File: config.mk
export PLATFORM = sky130hd
export DESIGN_NAME = pot_bus_slave
export DESIGN_NICKNAME = d
export VERILOG_FILES = /design/src/rtl/pbs_pkg.sv /design/src/rtl/pbs_sync.sv /design/src/rtl/pbs_cond.sv /design/src/rtl/pbs_engine.sv /design/src/rtl/pot_bus_slave.sv
export SDC_FILE = /design/constraint.sdc
export NUM_CORES = 1
export LEC_CHECK = 0
export ABC_AREA = 0
export CELL_PAD_IN_SITES_DETAIL_PLACEMENT = 2
export CELL_PAD_IN_SITES_GLOBAL_PLACEMENT = 2
export CORE_MARGIN = 4
export CORE_UTILIZATION = 45
export DETAILED_ROUTE_END_ITERATION = 10
export DONT_BUFFER_PORTS = 1
export PLACE_DENSITY_LB_ADDON = 0.2
export SETUP_SLACK_MARGIN = 0.1
export SYNTH_ARGS = -nofsm -noshare
export SYNTH_HDL_FRONTEND = slang
export SYNTH_SLANG_ARGS = --single-unit
File: constraint.sdc
create_clock -name clk -period 3.9 [get_ports clk]
set_clock_uncertainty 0.2 [all_clocks]
set_input_delay 0.195 -clock clk [delete_from_list [all_inputs] [get_ports clk]]
set_output_delay 0.195 -clock clk [all_outputs]
set_load 0.02 [all_outputs]
File: src/rtl/pbs_pkg.sv
package pbs_pkg;

   typedef enum logic [3:0] {
      ST_IDLE,
      ST_ADDR,
      ST_AACK,
      ST_INSTR,
      ST_IACK,
      ST_WDATA,
      ST_WACK,
      ST_RDATA,
      ST_MACK,
      ST_STEP,
      ST_HOLD
   } pbs_state_e;

   typedef enum logic [2:0] {
      K_BAD,
      K_TWO,
      K_WRITE,
      K_READ,
      K_STEP
   } pbs_kind_e;

   // opcode nibble -> transaction class
   function automatic pbs_kind_e op_kind(input logic [3:0] opc);
      case (opc)
         4'b0001, 4'b1000, 4'b1101, 4'b1110: return K_TWO;
         4'b0010:                            return K_STEP;
         4'b1001, 4'b1011:                   return K_READ;
         4'b1010, 4'b1100:                   return K_WRITE;
         default:                            return K_BAD;
      endcase
   endfunction

endpackage

File: src/rtl/pbs_sync.sv
module pbs_sync #(
   parameter int STAGES = 2,
   parameter int WIDTH  = 1,
   parameter logic [WIDTH-1:0] RST_VAL = '1
) (
   input  logic             clk,
   input  logic             rst_n,
   input  logic [WIDTH-1:0] d,
   output logic [WIDTH-1:0] q
);

   logic [STAGES-1:0][WIDTH-1:0] chain;

   always_ff @(posedge clk or negedge rst_n) begin
      if (!rst_n) chain <= {STAGES{RST_VAL}};
      else        chain <= {chain[STAGES-2:0], d};
   end

   assign q = chain[STAGES-1];

endmodule

File: src/rtl/pbs_cond.sv
module pbs_cond (
   input  logic clk,
   input  logic rst_n,
   input  logic scl_s,
   input  logic sda_s,
   output logic scl_rise,
   output logic scl_fall,
   output logic start_evt,
   output logic stop_evt
);

   logic scl_p;
   logic sda_p;

   always_ff @(posedge clk or negedge rst_n) begin
      if (!rst_n) begin
         scl_p <= 1'b1;
         sda_p <= 1'b1;
      end else begin
         scl_p <= scl_s;
         sda_p <= sda_s;
      end
   end

   assign scl_rise  =  scl_s & ~scl_p;
   assign scl_fall  = ~scl_s &  scl_p;
   assign start_evt =  scl_s &  scl_p &  sda_p & ~sda_s;
   assign stop_evt  =  scl_s &  scl_p & ~sda_p &  sda_s;

endmodule

File: src/rtl/pbs_engine.sv
module pbs_engine
   import pbs_pkg::*;
#(
   parameter int BYTE_W  = 8,
   parameter int STRAP_W = 4,
   parameter int TYPE_ID = 5,
   localparam int TYPE_W = BYTE_W - STRAP_W,
   localparam int CNT_W  = $clog2(BYTE_W + 1)
) (
   input  logic               clk,
   input  logic               rst_n,
   input  logic               sda_s,
   input  logic               scl_rise,
   input  logic               scl_fall,
   input  logic               start_evt,
   input  logic               stop_evt,
   input  logic [STRAP_W-1:0] strap,
   input  logic               store_busy,
   input  logic [BYTE_W-1:0]  rd_data,
   output logic               sda_oe,
   output logic               cmd_valid,
   output logic [BYTE_W-1:0]  cmd_byte,
   output logic               wr_valid,
   output logic [BYTE_W-1:0]  wr_byte,
   output logic               step_pulse,
   output logic               step_up,
   output logic               cmd_close,
   output pbs_state_e         state,
   output logic [CNT_W-1:0]   bit_cnt
);

   localparam logic [TYPE_W-1:0] TYPE_V = TYPE_W'(TYPE_ID);
   localparam logic [CNT_W-1:0]  FULL   = CNT_W'(BYTE_W);

   logic [BYTE_W-1:0] rx_sh;
   logic [BYTE_W-1:0] tx_sh;
   pbs_kind_e         kind;
   pbs_kind_e         rx_kind;
   logic              addr_ok;
   logic              step_arm;
   logic              step_dir;

   assign rx_kind = op_kind(rx_sh[BYTE_W-1 -: 4]);
   assign addr_ok = (rx_sh[BYTE_W-1 -: TYPE_W] == TYPE_V)
                 && (rx_sh[STRAP_W-1:0] == strap)
                 && !store_busy;

   always_ff @(posedge clk or negedge rst_n) begin
      if (!rst_n) begin
         state      <= ST_IDLE;
         bit_cnt    <= '0;
         rx_sh      <= '0;
         tx_sh      <= '0;
         kind       <= K_BAD;
         sda_oe     <= 1'b0;
         cmd_valid  <= 1'b0;
         cmd_byte   <= '0;
         wr_valid   <= 1'b0;
         wr_byte    <= '0;
         step_pulse <= 1'b0;
         step_up    <= 1'b0;
         step_arm   <= 1'b0;
         step_dir   <= 1'b0;
         cmd_close  <= 1'b0;
      end else begin
         cmd_valid  <= 1'b0;
         wr_valid   <= 1'b0;
         step_pulse <= 1'b0;
         cmd_close  <= 1'b0;
         if (stop_evt) begin
            cmd_close <= (state == ST_HOLD) || (state == ST_STEP);
            state     <= ST_IDLE;
            sda_oe    <= 1'b0;
            step_arm  <= 1'b0;
            bit_cnt   <= '0;
         end else if (start_evt) begin
            state    <= ST_ADDR;
            sda_oe   <= 1'b0;
            step_arm <= 1'b0;
            bit_cnt  <= '0;
         end else begin
            case (state)
               ST_ADDR, ST_INSTR, ST_WDATA: begin
                  if (scl_rise && bit_cnt < FULL) begin
                     rx_sh   <= {rx_sh[BYTE_W-2:0], sda_s};
                     bit_cnt <= bit_cnt + 1'b1;
                  end else if (scl_fall && bit_cnt == FULL) begin
                     if (state == ST_ADDR) begin
                        if (addr_ok) begin
                           sda_oe <= 1'b1;
                           state  <= ST_AACK;
                        end else begin
                           state  <= ST_IDLE;
                        end
                     end else if (state == ST_INSTR) begin
                        if (rx_kind != K_BAD) begin
                           sda_oe    <= 1'b1;
                           state     <= ST_IACK;
                           cmd_valid <= 1'b1;
                           cmd_byte  <= rx_sh;
                           kind      <= rx_kind;
                        end else begin
                           state     <= ST_IDLE;
                        end
                     end else begin
                        sda_oe   <= 1'b1;
                        state    <= ST_WACK;
                        wr_valid <= 1'b1;
                        wr_byte  <= rx_sh;
                     end
                  end
               end
               ST_AACK: begin
                  if (scl_fall) begin
                     sda_oe  <= 1'b0;
                     bit_cnt <= '0;
                     state   <= ST_INSTR;
                  end
               end
               ST_IACK: begin
                  if (scl_fall) begin
                     bit_cnt <= '0;
                     case (kind)
                        K_READ: begin
                           tx_sh  <= rd_data;
                           sda_oe <= ~rd_data[BYTE_W-1];
                           state  <= ST_RDATA;
                        end
                        K_WRITE: begin
                           sda_oe <= 1'b0;
                           state  <= ST_WDATA;
                        end
                        K_STEP: begin
                           sda_oe <= 1'b0;
                           state  <= ST_STEP;
                        end
                        default: begin
                           sda_oe <= 1'b0;
                           state  <= ST_HOLD;
                        end
                     endcase
                  end
               end
               ST_WACK: begin
                  if (scl_fall) begin
                     sda_oe <= 1'b0;
                     state  <= ST_HOLD;
                  end
               end
               ST_RDATA: begin
                  if (scl_rise && bit_cnt < FULL) begin
                     bit_cnt <= bit_cnt + 1'b1;
                  end else if (scl_fall) begin
                     if (bit_cnt == FULL) begin
                        sda_oe <= 1'b0;
                        state  <= ST_MACK;
                     end else begin
                        tx_sh  <= {tx_sh[BYTE_W-2:0], 1'b0};
                        sda_oe <= ~tx_sh[BYTE_W-2];
                     end
                  end
               end
               ST_MACK: begin
                  if (scl_fall) state <= ST_HOLD;
               end
               ST_STEP: begin
                  if (scl_rise) begin
                     step_dir <= sda_s;
                     step_arm <= 1'b1;
                  end else if (scl_fall && step_arm) begin
                     step_pulse <= 1'b1;
                     step_up    <= step_dir;
                     step_arm   <= 1'b0;
                  end
               end
               default: ;
            endcase
         end
      end
   end

endmodule

File: src/rtl/pot_bus_slave.sv
module pot_bus_slave
   import pbs_pkg::*;
#(
   parameter int BYTE_W      = 8,
   parameter int STRAP_W     = 4,
   parameter int TYPE_ID     = 5,
   parameter int SYNC_STAGES = 2,
   localparam int CNT_W      = $clog2(BYTE_W + 1)
) (
   input  logic               clk,
   input  logic               rst_n,
   input  logic               scl_in,
   input  logic               sda_in,
   output logic               sda_oe,
   input  logic [STRAP_W-1:0] dev_strap,
   input  logic               store_busy,
   input  logic [BYTE_W-1:0]  rd_data,
   output logic               cmd_valid,
   output logic [BYTE_W-1:0]  cmd_byte,
   output logic               wr_valid,
   output logic [BYTE_W-1:0]  wr_byte,
   output logic               step_pulse,
   output logic               step_up,
   output logic               cmd_close
);

   generate
      if (SYNC_STAGES < 2) begin : g_bad_sync
         $error("pot_bus_slave: SYNC_STAGES must be at least 2");
      end
      if (BYTE_W != 8) begin : g_bad_byte
         $error("pot_bus_slave: BYTE_W must be 8, the opcode sits in the top nibble");
      end
      if (STRAP_W < 1 || STRAP_W > BYTE_W - 1) begin : g_bad_strap
         $error("pot_bus_slave: STRAP_W must leave room for a type code");
      end
   endgenerate

   logic [1:0]       pad_s;
   logic             scl_s;
   logic             sda_s;
   logic             scl_rise;
   logic             scl_fall;
   logic             start_evt;
   logic             stop_evt;
   pbs_state_e       eng_state;
   logic [CNT_W-1:0] eng_cnt;

   pbs_sync #(
      .STAGES  (SYNC_STAGES),
      .WIDTH   (2),
      .RST_VAL (2'b11)
   ) u_sync (
      .clk   (clk),
      .rst_n (rst_n),
      .d     ({scl_in, sda_in}),
      .q     (pad_s)
   );

   assign scl_s = pad_s[1];
   assign sda_s = pad_s[0];

   pbs_cond u_cond (
      .clk       (clk),
      .rst_n     (rst_n),
      .scl_s     (scl_s),
      .sda_s     (sda_s),
      .scl_rise  (scl_rise),
      .scl_fall  (scl_fall),
      .start_evt (start_evt),
      .stop_evt  (stop_evt)
   );

   pbs_engine #(
      .BYTE_W  (BYTE_W),
      .STRAP_W (STRAP_W),
      .TYPE_ID (TYPE_ID)
   ) u_eng (
      .clk        (clk),
      .rst_n      (rst_n),
      .sda_s      (sda_s),
      .scl_rise   (scl_rise),
      .scl_fall   (scl_fall),
      .start_evt  (start_evt),
      .stop_evt   (stop_evt),
      .strap      (dev_strap),
      .store_busy (store_busy),
      .rd_data    (rd_data),
      .sda_oe     (sda_oe),
      .cmd_valid  (cmd_valid),
      .cmd_byte   (cmd_byte),
      .wr_valid   (wr_valid),
      .wr_byte    (wr_byte),
      .step_pulse (step_pulse),
      .step_up    (step_up),
      .cmd_close  (cmd_close),
      .state      (eng_state),
      .bit_cnt    (eng_cnt)
   );

endmodule

==> Word-level counts from Yosys, hierarchy flattened <==
Memories as Yosys holds them, arrays and structs flattened.
Cells that the tools add are included.
{ "totals": {"regBits": 56, "latchBits": 0, "mem_bits_rw": 0, "rom_bits": 48, "inputBits": 17, "output_inout_bits": 22, "wordCells": 172, "mem_count": 1} }
{ "classes": {"n_addsub": 1, "mul": 0, "n_div": 0, "magnitude_cmp": 1, "eq_ne": 34, "shift": 0, "n_mux": 68, "bitwise_logic": 19, "n_reduce_logical": 29} }
{ "memory_table": {"columns": ["name", "words", "width", "read_ports", "rd_ports_with_merged_regs", "write_ports", "line", "rtl"], "rows": [
  ["(no name shown)", 16, 3, 1, 0, 0, "pbs_pkg.sv:27", "case (opc)"]
]} }
{ "op_table": {"columns": ["operator", "count"], "rows": [
  ["4-bit 2-to-1 mux", 15],
  ["1-bit 2-to-1 mux", 40],
  ["7-bit 2-to-1 mux", 5],
  ["4-bit by 3-bit equality test with 1-bit output (second input constant)", 5],
  ["4-bit by 3-bit != test with 1-bit output (second input constant)", 5],
  ["4-bit one-hot mux with 5 select lines", 1],
  ["9-bit AND reduction", 2],
  ["4-bit equality test (second input constant)", 4],
  ["4-bit by 1-bit != test with 1-bit output (second input constant)", 4],
  ["8-bit AND reduction", 2],
  ["7-bit one-hot mux with 2 select lines", 1],
  ["1-bit inverter", 12],
  ["4-bit one-hot mux with 3 select lines", 1],
  ["4-bit by 2-bit equality test with 1-bit output (second input constant)", 2],
  ["4-bit != test (second input constant)", 2],
  ["4-bit one-hot mux with 2 select lines", 1],
  ["4-bit AND reduction", 2],
  ["4-bit nonzero test", 2],
  ["1-bit bitwise AND", 7],
  ["7-bit AND reduction", 1],
  ["7-bit nonzero test", 1],
  ["3-bit by 2-bit equality test with 1-bit output (second input constant)", 2],
  ["3-bit 2-to-1 mux", 2],
  ["2-bit by 1-bit != test with 1-bit output (second input constant)", 3],
  ["22 further kinds", 30]
]} }

==> Depth between registers and ports, before layout <==
{ "logic_depth": {"depth_word": 10, "depth_mapped": 7, "mapped_depth_nobuf": 7} }

==> By module <==
Synthesis repeated with hierarchy kept, for this count alone.
{ "unflattened": {"hier_cells": 251, "hier_area_um2": 2806.4} }
{ "modules_own_cells": {"columns": ["module", "n_inst", "cells_per_inst", "area_per_inst_um2", "seq_area_each_um2"], "rows": [
  ["pbs_engine", 1, 239, 2601.2, 1251.2],
  ["pbs_sync", 1, 6, 120.1, 105.1],
  ["pbs_cond", 1, 6, 85.1, 52.6]
]} }

==> Worst setup path after synthesis <==
No wires, ideal clock.
{ "synth_timing": {"path_kind": "flip-flop to flip-flop", "from": "register u_eng.rx_sh[4]", "to": "register u_eng.sda_oe", "setup_ns": 0.128, "t_arrival_ns": 1.793, "t_required_ns": 3.572, "slack_ns": 1.780, "stages_incl_launch_ff": 8, "n_path_buf": 0, "synth_period_minus_slack_ns": 2.120, "path_cell_list": "dfrtp_1 > inv_1 > ha_1 > nand2b_1 > a32oi_2 > and3_4 > a311oi_2 > mux2_1"} }
{ "synth_via": {"elab_chain_cells": 5, "word_cells_on_any_way": 8, "cone_classes": "eq/ne (3); reduce/logical (4); memory (1)"} }
{ "synth_lines": {"columns": ["element", "line", "rtl"], "rows": [
  ["start: declaration", "pbs_engine.sv:35", "logic [BYTE_W-1:0] rx_sh;"],
  ["start signal: assignment", "pbs_engine.sv:85", "rx_sh <= {rx_sh[BYTE_W-2:0], sda_s};"],
  ["parallel branches: the longest is 4 deep, another holds memory 16 x 3 bit", null, null],
  ["9-bit AND reduction (no source line) (*)", null, null],
  ["end signal: assignment", "pbs_engine.sv:126", "sda_oe <= ~rd_data[BYTE_W-1];"],
  ["end signal: assignment", "pbs_engine.sv:159", "sda_oe <= ~tx_sh[BYTE_W-2];"],
  ["end: declaration", "pbs_engine.sv:20", "output logic sda_oe,"]
]} }
Mark *: on every way between the ends.
A chain may end at the register's enable or synchronous reset.

==> Worst setup path after layout <==
{ "layout_timing": {"from": "register u_sync.chain, in the netlist u_sync.q[1]", "to": "register u_eng.bit_cnt[2]"} }
{ "layout_via": {"elab_chain_cells": 5, "word_cells_on_any_way": 15, "cone_classes": "eq/ne (2); mux (2); bitwise (8); reduce/logical (3)"} }
{ "layout_lines": {"columns": ["element", "line", "rtl"], "rows": [
  ["start: declaration", "pbs_sync.sv:12", "logic [STAGES-1:0][WIDTH-1:0] chain;"],
  ["start signal: assignment", "pbs_sync.sv:15", "if (!rst_n) chain <= {STAGES{RST_VAL}};"],
  ["start signal: assignment", "pbs_sync.sv:16", "else chain <= {chain[STAGES-2:0], d};"],
  ["1-bit bitwise AND", "pbs_cond.sv:27, pbs_cond.sv:28", null],
  ["1-bit bitwise AND, on equally long branches (2 in series)", "pbs_cond.sv:27, pbs_cond.sv:28", null],
  ["4-bit by 1-bit != test with 1-bit output (no source line) (tied with other cells)", null, null],
  ["3-bit AND reduction (no source line) / 4-bit 2-to-1 mux (equally long branches)", null, null],
  ["end signal: assignment", "pbs_engine.sv:86", "bit_cnt <= bit_cnt + 1'b1;"],
  ["end signal: assignment", "pbs_engine.sv:152", "bit_cnt <= bit_cnt + 1'b1;"],
  ["end: declaration", "pbs_engine.sv:29", "output logic [CNT_W-1:0] bit_cnt"]
]} }
Parallel ways exist; a longest one is shown, timed or not.

==> reports/metrics.csv <==
metric;value;unit
GRT Util Overall;22.1;%
P per Cell Area;590;nW/um^2
drt wl/cell;23.2;um
routability cong.;0.775;
core area;6060;sq um
Peak VDD IR;0.000258;V
Overflow after GRT;0;
Critical Path Start Type;flip-flop;
initial antenna violation count;0;
final max-slew violation count;0;
max-cap viol count;0;
# rows;28;
Longest Clk Path Bufs;2;
Die Footprint;7720;sq um
worst min-delay path class;in2reg;
Reg2Reg Setup Slack;1410;ps
Final Hold Viols;0;
Reg2Reg Depth;5;
Post-Syn Nets;273;
RSZ-0062 raised after global routing;no;
Area growth syn-to-layout;9.59;%
Worst-Skew Late Latency;310;ps
H-Tree Depth;2;
worst slack, placed;1450;ps
ANT nets after route;0;
number of flops mapped to enable cells by yosys;0;
setup TNS;0;ps
CP endpoint kind;flip-flop;
Slowest Stage Delay on Critical Path;640;ps
setup ws final;1410;ps
leakage power figure;1.37;nW
initial core utilization;47.4;%
die height;87.9;um
Root Buffer;clkbuf_8;
first-pass GRT wire length;12900;um
HP Start;store_busy;
Detailed Place HPWL;5310;um
Worst Path Required;3900;ps
Post-Syn Area per Cell;11.5;sq um
Via Count;2032;
hold depth;4;
Synth cell types;58;
cell taking the most area after synthesis;dfrtp_1;
P_int;1.13;mW
Hold Path End;u_eng.state[1];
Final Cycle Share;64.0;%
mean number of vias per cell;6.03;
Slew HR;53.0;%
Synth top area share;43.6;%
antenna diode count;0;
post-synthesis sequential area ratio;49.1;%
ordered list of cells on the worst path;nor3b_2, a22oi_1, o21ai_0, o21ai_0, a21o_1;
pin count of the biggest net entering global routing;57;
CTS tree;yes;
status;complete, no violations;
most numerous cell on the critical path;o21ai_0;
Combinational Power Share;35.7;%
Slew @ Worst Pin;700;ps
Num CTS Buffers;5;
PortBufs;0;
FFs w/ async S/R, synth;100;%
layout net count;284;
synthesized netlist cell count;250;
setup violators final;0;
sequential power share;47.2;%
CTS Sinks;56;
DR iter-0 viols;107;
Syn Std Cell Area;2870;sq um
post-synthesis sequential element count;56;
Fmax;0.401;GHz
Area contributors post-synth;dfrtp_1, mux2_2, dfstp_2;
prevailing post-synth register cell;dfrtp_1;
CP Max Fanout;9;
Worst Setup Path Type;reg2reg;
commonest cells in the synthesized netlist;dfrtp_1, mux2_2, nand2_1;
Residual DRC;0;
Sw Ratio;39.3;%
number of synthesis warnings;0;
die width;87.9;um
number of global-route vias before repair;2315;
clk slew on worst S/H paths;100;ps
crit path DAT;2500;ps
slowest cell on the critical path;dfstp_2;
power share of the clock group;17.2;%
count leader, synth;dfrtp_1;
RR Endpoint;u_eng.bit_cnt[2];
DRT Pass-1 Iters;4;
worst r2r src;u_sync.q[1];
IO Pins;39;
Top delay family on crit path;compound AO/OA/AOI/OAI gates;
fin crit period;2490;ps
switching pwr;0.731;mW
Buf/Inv on CP;0;
WL final;7800;um
layout cells sized above 1;25.2;%
[worst max-delay path by stage]
stage / from / end / slack, ps / cells after the start
4_1_cts: u_eng.state[0] / u_eng.wr_byte[4] / 1430 / 3
3_5_place_dp: u_eng.state[0] / u_eng.wr_byte[4] / 1450 / 3
6_report: u_sync.q[1] / u_eng.bit_cnt[2] / 1410 / 5
2_1_floorplan: u_eng.rx_sh[4] / u_eng.sda_oe / 1780 / 7
3_3_place_gp: u_eng.state[0] / u_eng.state[0] / 1520 / 5
5_1_grt: u_sync.q[1] / u_eng.bit_cnt[2] / 1230 / 5
[logic make-up after synthesis]
group                      after synthesis  share of synthesized area (%)
xor gates and xnor gates                 8                           2.44
AOI/OAI and AO/OA                       49                           12.6
buffers and inverters                   16                           2.31
DFF                                     56                           49.1
adders and majority gates                6                           2.62
and+or+nand+nor                         75                           15.3
muxes                                   40                           15.6
[cells in the final DEF, fill, tap and decap left out, types with 2 or more instances in the layout]
cell type	instances
dlygate4sd3_1	10
nor2_1	13
inv_1	9
a22oi_1	3
nor3b_1	2
nand2b_1	6
ha_1	6
xor2_1	5
nor4_1	3
clkbuf_8	5
a21oi_1	9
a31oi_1	3
mux2_2	35
xnor2_1	3
and3_1	2
nand3_1	12
mux2_1	4
nor2b_1	4
dfstp_2	6
nor3_1	2
nand2_1	16
o21ai_0	15
dfrtp_1	50
[power groups by stage]
stage	logic (mW)	clock network [mW]	registers, mW
after floorplan	0.556	0	0.773
after global placement	0.586	0	0.868
after detailed placement	0.627	0	0.884
after CTS	0.662	0.333	0.874
after global routing	0.729	0.361	0.899
final	0.662	0.319	0.876
[worst reg2reg max path, cell delays in order, from the launching register on]
cell	delay, ps
dfstp_2	640
nor3b_2	480
a22oi_1	170
o21ai_0	480
o21ai_0	200
a21o_1	220
[per-layer routing]
| layer | part of all wire, % | global-route usage, % |
|---|---|---|
| met5 | 0 | 0 |
| met2 | 52 | 39.0 |
| met1 | 42 | 26.8 |
| met4 | 1.5 | 6.00 |
| met3 | 5.2 | 5.46 |
[sequential cells by signal, summed over array words and instances, names as in the netlist, 2 cells and up]
register,flops
u_sync.q,2
u_eng.bit_cnt,4
u_eng.wr_byte,8
u_eng.rx_sh,8
u_eng.kind,3
u_sync.chain,2
u_eng.state,4
u_eng.cmd_byte,8
u_eng.tx_sh,7
[repair_timing]
action / in CTS / in global routing
gates resized for setup: 0 / 0
endpoints found under the hold margin: 65 / 0
hold buffers: 11 / 0
setup buffers: 0 / 0
[stage by stage]
step | cell area [sq um] | power (mW) | hold slack [ps] | util, % | std cells
after floorplan | 2870 | 1.33 | -301 | - | 250
after global placement | 2930 | 1.45 | -299 | 48.4 | 318
after detailed placement | 2930 | 1.51 | -298 | 48.4 | 318
final | 3150 | 1.86 | 124 | 51.9 | 337
after CTS | 3150 | 1.87 | 109 | 51.9 | 337
after global routing | 3150 | 1.99 | 130 | 51.9 | 337
[area by class of cell]
type                            count  area (sq um)
Fill cell                         612          2920
Sequential cell                    56          1410
Multi-Input combinational cell    178          1400
Timing Repair Buffer               11           128
Tap cell                           75          93.8
Clock buffer                        6          72.6
Inverter                            9          33.8
Clock inverter                      2          13.8
No activity file was read; power rests on OpenSTA's default activity.
